<file path="src/rtl/fsc_pkg.sv">
package fsc_pkg;

    typedef enum logic [1:0] {
        ST_REQ   = 2'd0,
        ST_WAIT  = 2'd1,
        ST_HOLD  = 2'd2,
        ST_DRAIN = 2'd3
    } fetch_st_e;

    typedef struct packed {
        logic spec;   // live speculative flag
        logic sent;   // flag carried by the request in flight
    } spec_regs_t;

endpackage

</file>
<file path="src/rtl/fetch_spec_track.sv">
module fetch_spec_track
    import fsc_pkg::*;
(
    input  logic clk_i,
    input  logic rst_ni,
    input  logic flush_i,
    input  logic resolve_i,
    input  logic issue_i,
    input  logic take_branch_i,
    input  logic reject_i,
    output logic spec_o
);

    spec_regs_t r_q, r_d;

    always_comb begin
        r_d      = r_q;
        r_d.spec = r_q.spec & ~resolve_i;
        r_d.sent = r_q.sent & ~resolve_i;
        if (issue_i) begin
            r_d.sent = r_q.spec & ~resolve_i;
        end
        if (reject_i) begin
            // roll back to what the rejected request carried
            r_d.spec = r_q.sent & ~resolve_i;
        end else if (take_branch_i) begin
            r_d.spec = 1'b1;
        end
        if (flush_i) begin
            r_d = '0;
        end
    end

    always_ff @(posedge clk_i or negedge rst_ni) begin
        if (!rst_ni) begin
            r_q <= '0;
        end else begin
            r_q <= r_d;
        end
    end

    assign spec_o = r_q.spec;

endmodule

</file>
<file path="src/rtl/fetch_seq.sv">
module fetch_seq
    import fsc_pkg::*;
#(
    parameter int unsigned    AW          = 32,
    parameter int unsigned    INSTR_BYTES = 4,
    parameter logic [AW-1:0]  RESET_PC    = 32'h0000_1000
) (
    input  logic          clk_i,
    input  logic          rst_ni,
    input  logic          flush_i,
    input  logic [AW-1:0] flush_pc_i,
    input  logic          blocked_i,
    input  logic          req_ready_i,
    input  logic          rsp_valid_i,
    input  logic          replay_i,
    input  logic          q_ready_i,
    output logic          req_valid_o,
    output logic [AW-1:0] pc_o,
    output logic          issue_o,
    output logic          take_o,
    output logic          stall_o
);

    localparam logic [AW-1:0] STEP = AW'(INSTR_BYTES);

    typedef struct packed {
        fetch_st_e     st;
        logic [AW-1:0] pc;
    } seq_regs_t;

    seq_regs_t s_q, s_d;
    logic      in_flight;

    always_comb begin
        s_d         = s_q;
        req_valid_o = (s_q.st == ST_REQ) && !blocked_i;
        issue_o     = req_valid_o && req_ready_i;
        take_o      = (s_q.st == ST_WAIT) && rsp_valid_i;
        stall_o     = ((s_q.st == ST_REQ) && blocked_i) || (s_q.st == ST_HOLD);

        unique case (s_q.st)
            ST_REQ: begin
                if (issue_o) s_d.st = ST_WAIT;
            end
            ST_WAIT: begin
                if (rsp_valid_i) begin
                    if (replay_i) begin
                        s_d.st = ST_HOLD;
                    end else begin
                        s_d.st = ST_REQ;
                        s_d.pc = s_q.pc + STEP;
                    end
                end
            end
            ST_HOLD: begin
                if (q_ready_i) s_d.st = ST_REQ;
            end
            ST_DRAIN: begin
                if (rsp_valid_i) s_d.st = ST_REQ;
            end
            default: s_d.st = ST_REQ;
        endcase

        in_flight = issue_o
                 || (((s_q.st == ST_WAIT) || (s_q.st == ST_DRAIN)) && !rsp_valid_i);
        if (flush_i) begin
            s_d.pc = flush_pc_i;
            s_d.st = in_flight ? ST_DRAIN : ST_REQ;
        end
    end

    always_ff @(posedge clk_i or negedge rst_ni) begin
        if (!rst_ni) begin
            s_q.st <= ST_REQ;
            s_q.pc <= RESET_PC;
        end else begin
            s_q <= s_d;
        end
    end

    assign pc_o = s_q.pc;

endmodule

</file>
<file path="src/rtl/fetch_spec_ctrl.sv">
module fetch_spec_ctrl
    import fsc_pkg::*;
#(
    parameter int unsigned    AW          = 32,
    parameter int unsigned    INSTR_BYTES = 4,
    parameter logic [AW-1:0]  RESET_PC    = 32'h0000_1000
) (
    input  logic          clk_i,
    input  logic          rst_ni,
    input  logic          flush_i,
    input  logic [AW-1:0] flush_pc_i,
    input  logic          region_idem_i,
    output logic          req_valid_o,
    input  logic          req_ready_i,
    output logic [AW-1:0] req_addr_o,
    output logic          req_spec_o,
    input  logic          rsp_valid_i,
    input  logic          rsp_branch_i,
    input  logic          resolve_i,
    input  logic          q_ready_i,
    input  logic          replay_i,
    output logic          stall_o
);

    logic spec_q;
    logic blocked;
    logic issue;
    logic rsp_take;
    logic take_branch;
    logic reject;

    assign blocked     = spec_q && !region_idem_i;
    assign take_branch = rsp_take && rsp_branch_i && !replay_i;
    assign reject      = rsp_take && replay_i;

    fetch_seq #(
        .AW          (AW),
        .INSTR_BYTES (INSTR_BYTES),
        .RESET_PC    (RESET_PC)
    ) u_seq (
        .clk_i       (clk_i),
        .rst_ni      (rst_ni),
        .flush_i     (flush_i),
        .flush_pc_i  (flush_pc_i),
        .blocked_i   (blocked),
        .req_ready_i (req_ready_i),
        .rsp_valid_i (rsp_valid_i),
        .replay_i    (replay_i),
        .q_ready_i   (q_ready_i),
        .req_valid_o (req_valid_o),
        .pc_o        (req_addr_o),
        .issue_o     (issue),
        .take_o      (rsp_take),
        .stall_o     (stall_o)
    );

    fetch_spec_track u_track (
        .clk_i         (clk_i),
        .rst_ni        (rst_ni),
        .flush_i       (flush_i),
        .resolve_i     (resolve_i),
        .issue_i       (issue),
        .take_branch_i (take_branch),
        .reject_i      (reject),
        .spec_o        (spec_q)
    );

    assign req_spec_o = spec_q;

endmodule

</file>
<file path="config.mk">
export PLATFORM = sky130hd
export DESIGN_NAME = fetch_spec_ctrl
export DESIGN_NICKNAME = d
export VERILOG_FILES = /design/src/rtl/fsc_pkg.sv /design/src/rtl/fetch_spec_track.sv /design/src/rtl/fetch_seq.sv /design/src/rtl/fetch_spec_ctrl.sv
export SDC_FILE = /design/constraint.sdc
export NUM_CORES = 1
export LEC_CHECK = 0
export ABC_CLOCK_PERIOD_IN_PS = 2220
export CORE_ASPECT_RATIO = 1.75
export CORE_MARGIN = 1.5
export CORE_UTILIZATION = 42
export DETAILED_ROUTE_END_ITERATION = 8
export MAX_ROUTING_LAYER = met4
export PLACE_DENSITY = 0.85
export SLEW_MARGIN = 30
export SYNTH_ARGS = -nofsm -noshare
export SYNTH_HDL_FRONTEND = slang
export SYNTH_SLANG_ARGS = --single-unit
</file>
<file path="constraint.sdc">
create_clock -name clk_i -period 2.22 [get_ports clk_i]
set_clock_uncertainty 0.2 [all_clocks]
set_input_delay 0.333 -clock clk_i [delete_from_list [all_inputs] [get_ports clk_i]]
set_output_delay 0.333 -clock clk_i [all_outputs]
set_load 0.05 [all_outputs]
</file>
==> results.json, run 1 <==
{
  "outcome": "complete, no violations",
  "place.gp.congestion": 0.9171,
  "layout_common_cells": "65 x clkdlybuf4s50_1, 36 x buf_4, 35 x dfrtp_1, 25 x nand2_1, 21 x nor2_1",
  "grt_max_degree": 37,
  "synth-edff-count": 0,
  "cts_tree": "built",
  "h-tree-depth": 2,
  "synthCells": 278,
  "final_util_pct": 61.45,
  "fin_crit_ns": 2.217,
  "worstPathRequired_ns": 2.22,
  "synth.distinct_cells": 41,
  "grt_pass1_wl_mm": 10.65,
  "drc": 0,
  "syn_area_um2": 2397,
  "crit_type": "register to register",
  "rr_worst_depth": 5,
  "drv_cap": 0,
  "max-vdd-ir-drop_mv": 0.5079,
  "p_leak_uw": 0.001332,
  "crit_path_end_kind": "register",
  "cp.arrival_ns": 2.22,
  "synth-compound-area-share_pct": 14.46,
  "p_per_area_nw_per_um2": 638.0,
  "routed_wl_mm": 6.791,
  "dieHeight_um": 102.9,
  "yosys_warnings": 0,
  "fmax_mhz": 451.0,
  "clk_pin_slew_ns": 0.08,
  "row_count": 36,
  "maxSlewViolCount": 0,
  "routed_via_density": 5.610,
  "worst_pin_slew_ns": 0.8187,
  "drtIter0Drc": 153,
  "diodes": 0,
  "fin_crit_sh_pct": 99.88,
  "layout-drive-gt1-share_pct": 19.15,
  "ant_nets": 0,
  "crit_path_start_kind": "register",
  "synthMuxAreaShare_pct": 1.775,
  "core_area_um2": 5540,
  "synth_top_family_by_area": "simple AND/OR/NAND/NOR gates",
  "max_slew_margin_pct": 45.42,
  "synth_simple_gate_area_share_pct": 27.45,
  "grt_pass1_vias": 2307,
  "grt_use_total_pct": 23.28,
  "timing.rr.end": "u_seq.pc_o[24]",
  "placed_area_um2": 3193,
  "crit_end": "u_seq.pc_o[24]",
  "clk_path_buf_depth": 2,
  "final_common_cell": "clkdlybuf4s50_1",
  "clock-sinks": 36,
  "setup_viol_count_final": 0,
  "hold_class": "register to register",
  "insertion_delay_ns": 0.29,
  "io_pins": 77,
  "ys_seq_area_share_pct": 37.63,
  "dp_hpwl_mm": 4.675,
  "ys_ff_latch": 36,
  "postSynthAreaPerCell_um2": 8.623,
  "routedWlPerCell_um": 15.76,
  "start_util_pct": 43.27,
  "mappedNetlistNets": 321,
  "final_area_um2": 3405,
  "num_vias": 2418,
  "cp_max_fo": 8,
  "nets": 397,
  "hold_viol": 0,
  "crit_start": "u_seq.pc_o[12]",
  "synth_fa_ha_area_share_pct": 0.5219,
  "cts_made_buffers": 5,
  "synth_async_sr_flop_share_pct": 100.0,
  "synth_xor_area_share_pct": 3.288,
  "dieArea_um2": 6188,
  "path_cells": "nand3_4, buf_4, or4_4, or4_1, a31oi_1",
  "areaGrowthSynthToFinish_pct": 42.01,
  "firstDrtPassIters": 4,
  "fill_cells": 472,
  "synthFlopType": "dfrtp_1",
  "port_buffers": 76,
  "min_path_cells": 1,
  "overflow": 0,
  "grt_setup_unrepaired": "true",
  "slowest_delay_ns": 0.56,
  "r2r_setup_slack_ns": 0.003,
  "whs_ns": 0.3208,
  "die_x_um": 60.11,
  "cpMaxStageDelayCell": "dfstp_2",
  "r2r-start": "u_seq.pc_o[12]",
  "antenna_found_initial": 0,
  "cts-root-buf": "clkbuf_8"
}
==> what timing repair did <==
| item | in CTS | in global routing |
|---|---|---|
| hold endpoints to repair | 35 | 0 |
| endpoints found under the setup margin | 15 | 14 |
| resized for setup | 8 | 9 |
| pin swaps | 7 | 11 |
| gates cloned | 3 | 1 |
| setup buffers | 0 | 5 |
| hold buffers | 1 | 0 |
==> worst min-delay path by stage <==
stage / from / to / slack [ns]
floorplan: rst_ni / u_seq.pc_o[0] / -0.16
global placement: rst_ni / u_seq.pc_o[9] / 0.27
detailed placement: rst_ni / u_seq.pc_o[9] / 0.27
CTS: u_seq.pc_o[0] / u_seq.pc_o[0] / 0.32
global route: u_seq.pc_o[1] / u_seq.pc_o[1] / 0.34
finish: u_seq.pc_o[0] / u_seq.pc_o[0] / 0.32
==> sequential cells by signal, indices dropped and copies added, names as in the netlist <==
register,count
u_track.r_q,1
u_seq.pc_o,32
u_seq.s_q,2
u_track.spec_o,1
==> final cells by class <==
type                       instances  area [um^2]  area share, %
clock buffer                       7        76.32          2.242
clock inverter                     1        5.005         0.1470
inverter                          11        41.29          1.213
multi-input combinational        187         1221          35.87
sequential                        36        902.1          26.50
tap                               76        95.09          2.793
timing repair buffer             113         1064          31.24
==> per-layer routing <==
layer | vias to the layer above | wire length, um | global-route usage, % | share of wire [%]
li1 | 1147 | - | - | -
met1 | 1159 | 2536 | 25.57 | 37
met2 | 102 | 3760 | 40.38 | 55
met3 | 10 | 399 | 4.141 | 5.9
met4 | 0 | 95 | 9.402 | 1.4
met5 | - | 0 | - | 0
==> synth_stat cells (2+ instances only) <==
| cell type | count | share of area, % |
|---|---|---|
| or3_1 | 5 | 1.3 |
| a31oi_1 | 15 | 3.9 |
| o41ai_1 | 3 | 1.1 |
| nand2_1 | 25 | 3.9 |
| o21ai_0 | 16 | 3.3 |
| buf_6 | 2 | 0.94 |
| nor2_1 | 21 | 3.3 |
| dfrtp_1 | 35 | 37 |
| xnor2_1 | 7 | 2.6 |
| buf_4 | 33 | 10 |
| a21oi_1 | 2 | 0.42 |
| or4b_1 | 3 | 1.3 |
| and4_1 | 3 | 1.1 |
| nor2b_1 | 2 | 0.52 |
| nor3_1 | 7 | 1.5 |
| nand3_1 | 14 | 2.9 |
| or2_2 | 2 | 0.52 |
| a311o_1 | 2 | 0.84 |
| mux2_2 | 2 | 0.94 |
| nand4_1 | 11 | 2.9 |
| clkbuf_1 | 11 | 1.7 |
| and3_1 | 2 | 0.52 |
| inv_1 | 11 | 1.7 |
| or4_1 | 12 | 3.8 |
| nor4_1 | 5 | 1.3 |
| mux2i_1 | 2 | 0.84 |
| xor2_1 | 2 | 0.73 |
| o31ai_1 | 10 | 3.1 |
==> per-stage QoR <==
step	cells	setup slack (ns)	total power, uW	setup TNS, ns
2_1_floorplan	278	-0.05996	1372	-0.2277
3_3_place_gp	413	-0.3250	1678	-4.243
3_5_place_dp	413	-0.3869	1697	-5.138
4_1_cts	425	-0.04324	2165	-0.04324
5_1_grt	431	-0.03706	2273	-0.1951
6_report	431	0.002637	2172	0
==> report_power, final <==
| part | leakage (uW) | internal (uW) | switching, uW |
|---|---|---|---|
| registers | 0.000422 | 726 | 71.3 |
| clock network | 0.0000422 | 221 | 245 |
| logic | 0.000867 | 388 | 521 |
| total | 0.00133 | 1330 | 837 |
==> critical path: cells and delay by family, from the launching register on <==
family                 cells  cell delay (ns)
AO/OA/AOI/OAI              1             0.21
buffers and inverters      1             0.16
flip-flops                 1             0.56
AND/OR/NAND/NOR            3             1.00
==> logic make-up (layout without fill, tap and decap cells) <==
logic type,after synthesis,count (layout)
AO/OA/AOI/OAI,53,53
adder cells (fa/ha/maj),1,1
AND/OR/NAND/NOR,117,120
multiplexers,4,4
buffers and inverters,58,132
flip-flops,36,36
XOR/XNOR,9,9
Note: power is estimated with default switching activity, not from simulation.
==> run 2: changes to the inputs <==
--- a/config.mk
+++ b/config.mk
@@ -7,7 +7,7 @@
 export LEC_CHECK = 0
 export ABC_CLOCK_PERIOD_IN_PS = 2220
 export CORE_ASPECT_RATIO = 1.75
-export CORE_MARGIN = 1.5
+export CORE_MARGIN = 2
 export CORE_UTILIZATION = 42
 export DETAILED_ROUTE_END_ITERATION = 8
 export MAX_ROUTING_LAYER = met4
==> results.json, run 2 (synthesized netlist as in run 1, its figures left out) <==
{
  "final_common_cell": "clkdlybuf4s50_1",
  "outcome": "complete, but fails checks",
  "cts_tree": "built",
  "h-tree-depth": 2,
  "grt_pass1_vias": 2346,
  "clk_pin_slew_ns": 0.08,
  "hold_class": "input pin to asynchronous set/reset pin",
  "cpMostUsedCell": "or4_4",
  "firstDrtPassIters": 5,
  "drtIter0Drc": 134,
  "cp.arrival_ns": 2.25,
  "p_leak_uw": 0.001375,
  "routed_via_density": 5.575,
  "setup_viol_count_final": 1,
  "io_pins": 77,
  "layout_common_cells": "67 x clkdlybuf4s50_1, 42 x buf_4, 33 x dfrtp_1, 25 x nand2_1, 21 x nor2_1",
  "dp_hpwl_mm": 4.734,
  "cts-root-buf": "clkbuf_8",
  "areaGrowthSynthToFinish_pct": 46.97,
  "placed_cells": 413,
  "place.gp.congestion": 0.8297,
  "crit_start": "u_seq.pc_o[12]",
  "crit_family": "simple AND/OR/NAND/NOR gates",
  "drc": 0,
  "max_slew_margin_pct": 63.86,
  "die_x_um": 61.11,
  "cpMaxStageDelayCell": "or4_4",
  "crit_type": "register to register",
  "largest_register_ffs": 32,
  "path_buf_inv": 0,
  "num_vias": 2425,
  "p_per_area_nw_per_um2": 661.3,
  "path_cells": "nand3_4, or4_4, or4_4, a31oi_4",
  "grt_setup_unrepaired": "true",
  "fin_cells": 435,
  "ant_nets": 0,
  "fin_crit_sh_pct": 100.3,
  "dieArea_um2": 6352,
  "slowest_delay_ns": 0.60,
  "crit_path_end_kind": "register",
  "routed_wl_mm": 6.773,
  "grt_max_degree": 33,
  "worst_pin_slew_ns": 0.5404,
  "drv_cap": 0,
  "diodes": 0,
  "worstPathRequired_ns": 2.24,
  "antenna_found_initial": 0,
  "overflow": 0,
  "nets": 401,
  "cts_made_buffers": 5,
  "insertion_delay_ns": 0.30,
  "total_power_uw": 2330,
  "grt_use_total_pct": 22.53,
  "row_count": 36,
  "dieHeight_um": 103.9,
  "layout-drive-gt1-share_pct": 22.56,
  "r2r-start": "u_seq.pc_o[12]",
  "crit_path_start_kind": "register",
  "cp_max_fo": 5,
  "clk_path_buf_depth": 2,
  "fin_crit_ns": 2.227,
  "max-vdd-ir-drop_mv": 0.4598,
  "hold_viol": 0,
  "port_buffers": 76,
  "core_area_um2": 5540,
  "fill_cells": 465,
  "clock-sinks": 36,
  "routedWlPerCell_um": 15.57,
  "fmax_mhz": 449.1,
  "start_util_pct": 43.27,
  "violations": "setup timing",
  "maxSlewViolCount": 0,
  "grt_pass1_wl_mm": 10.87,
  "layout_setup_ws_ns": -0.006649
}
-- run 2: cell types whose count changed in the layout (fill, tap and decap cells not counted), moves of 2 or more --
| cell | before | now |
|---|---|---|
| o31ai_1 | 10 | 8 |
| o31ai_2 | 0 | 2 |
| clkbuf_1 | 2 | 0 |
| dfrtp_2 | 0 | 2 |
| clkdlybuf4s50_1 | 65 | 67 |
| dfrtp_1 | 35 | 33 |
| or4_1 | 8 | 10 |
| a31oi_4 | 0 | 2 |
| buf_4 | 36 | 42 |
| o41ai_1 | 3 | 1 |
| or4_4 | 8 | 6 |
-- run 2: cell type report --
class / count / area [um^2] / share of cell area (%)
multi-input combinational: 187 / 1280 / 36.33
timing repair buffer: 117 / 1091 / 30.97
sequential: 36 / 904.6 / 25.67
tap: 76 / 95.09 / 2.699
clock buffer: 5 / 68.82 / 1.953
clock inverter: 3 / 42.54 / 1.207
inverter: 11 / 41.29 / 1.172
-- run 2: report_power, final --
group          internal [uW]  switching (uW)
clock network            332             252
registers                727            72.0
logic                    411             536
-- run 2: repair_timing --
item                                   4_1_cts  5_1_grt
resized for setup                            5       19
setup buffers                                0       10
gates cloned                                 3        0
hold buffers                                 1        0
setup endpoints to repair                   15       13
endpoints found under the hold margin       19        0
pin swaps                                    4       18
-- run 2: path summary, 6_finish.rpt --
| check | slack [ns] | to | cells past startpoint |
|---|---|---|---|
| worst min-delay path | 0.33 | u_seq.pc_o[11] | 2 |
| max in group asynchronous | 0.96 | u_seq.pc_o[20] | 3 |
| worst min register to register | 0.33 | u_seq.pc_o[1] | 1 |
| min in group clk_i | 0.33 | u_seq.pc_o[1] | 1 |
| worst max-delay path | -0.007 | u_seq.pc_o[17] | 4 |
| worst max register to register | -0.007 | u_seq.pc_o[17] | 4 |
-- run 2: metrics by stage --
stage                     setup slack, ns  area, um^2  setup TNS [ns]  utilization, %  hold slack [ns]
final                           -0.006649        3523       -0.006649           63.60           0.3269
after global routing             -0.07036        3523         -0.1500           63.60           0.3576
after CTS                        -0.05045        3346        -0.09054           60.39           0.3273
after detailed placement          -0.4003        3193          -5.014           57.63           0.1277
after global placement            -0.3246        3193          -4.261           57.63           0.1265
after floorplan                  -0.05996        2407         -0.2277               -          -0.1626
-- run 2: routing by layer --
metal	up-vias	global-route usage (%)	share of wire (%)
met4	0	9.783	1.7
li1	1156	-	-
met5	-	-	0
met1	1164	24.74	37
met3	13	4.602	6.0
met2	92	37.61	56
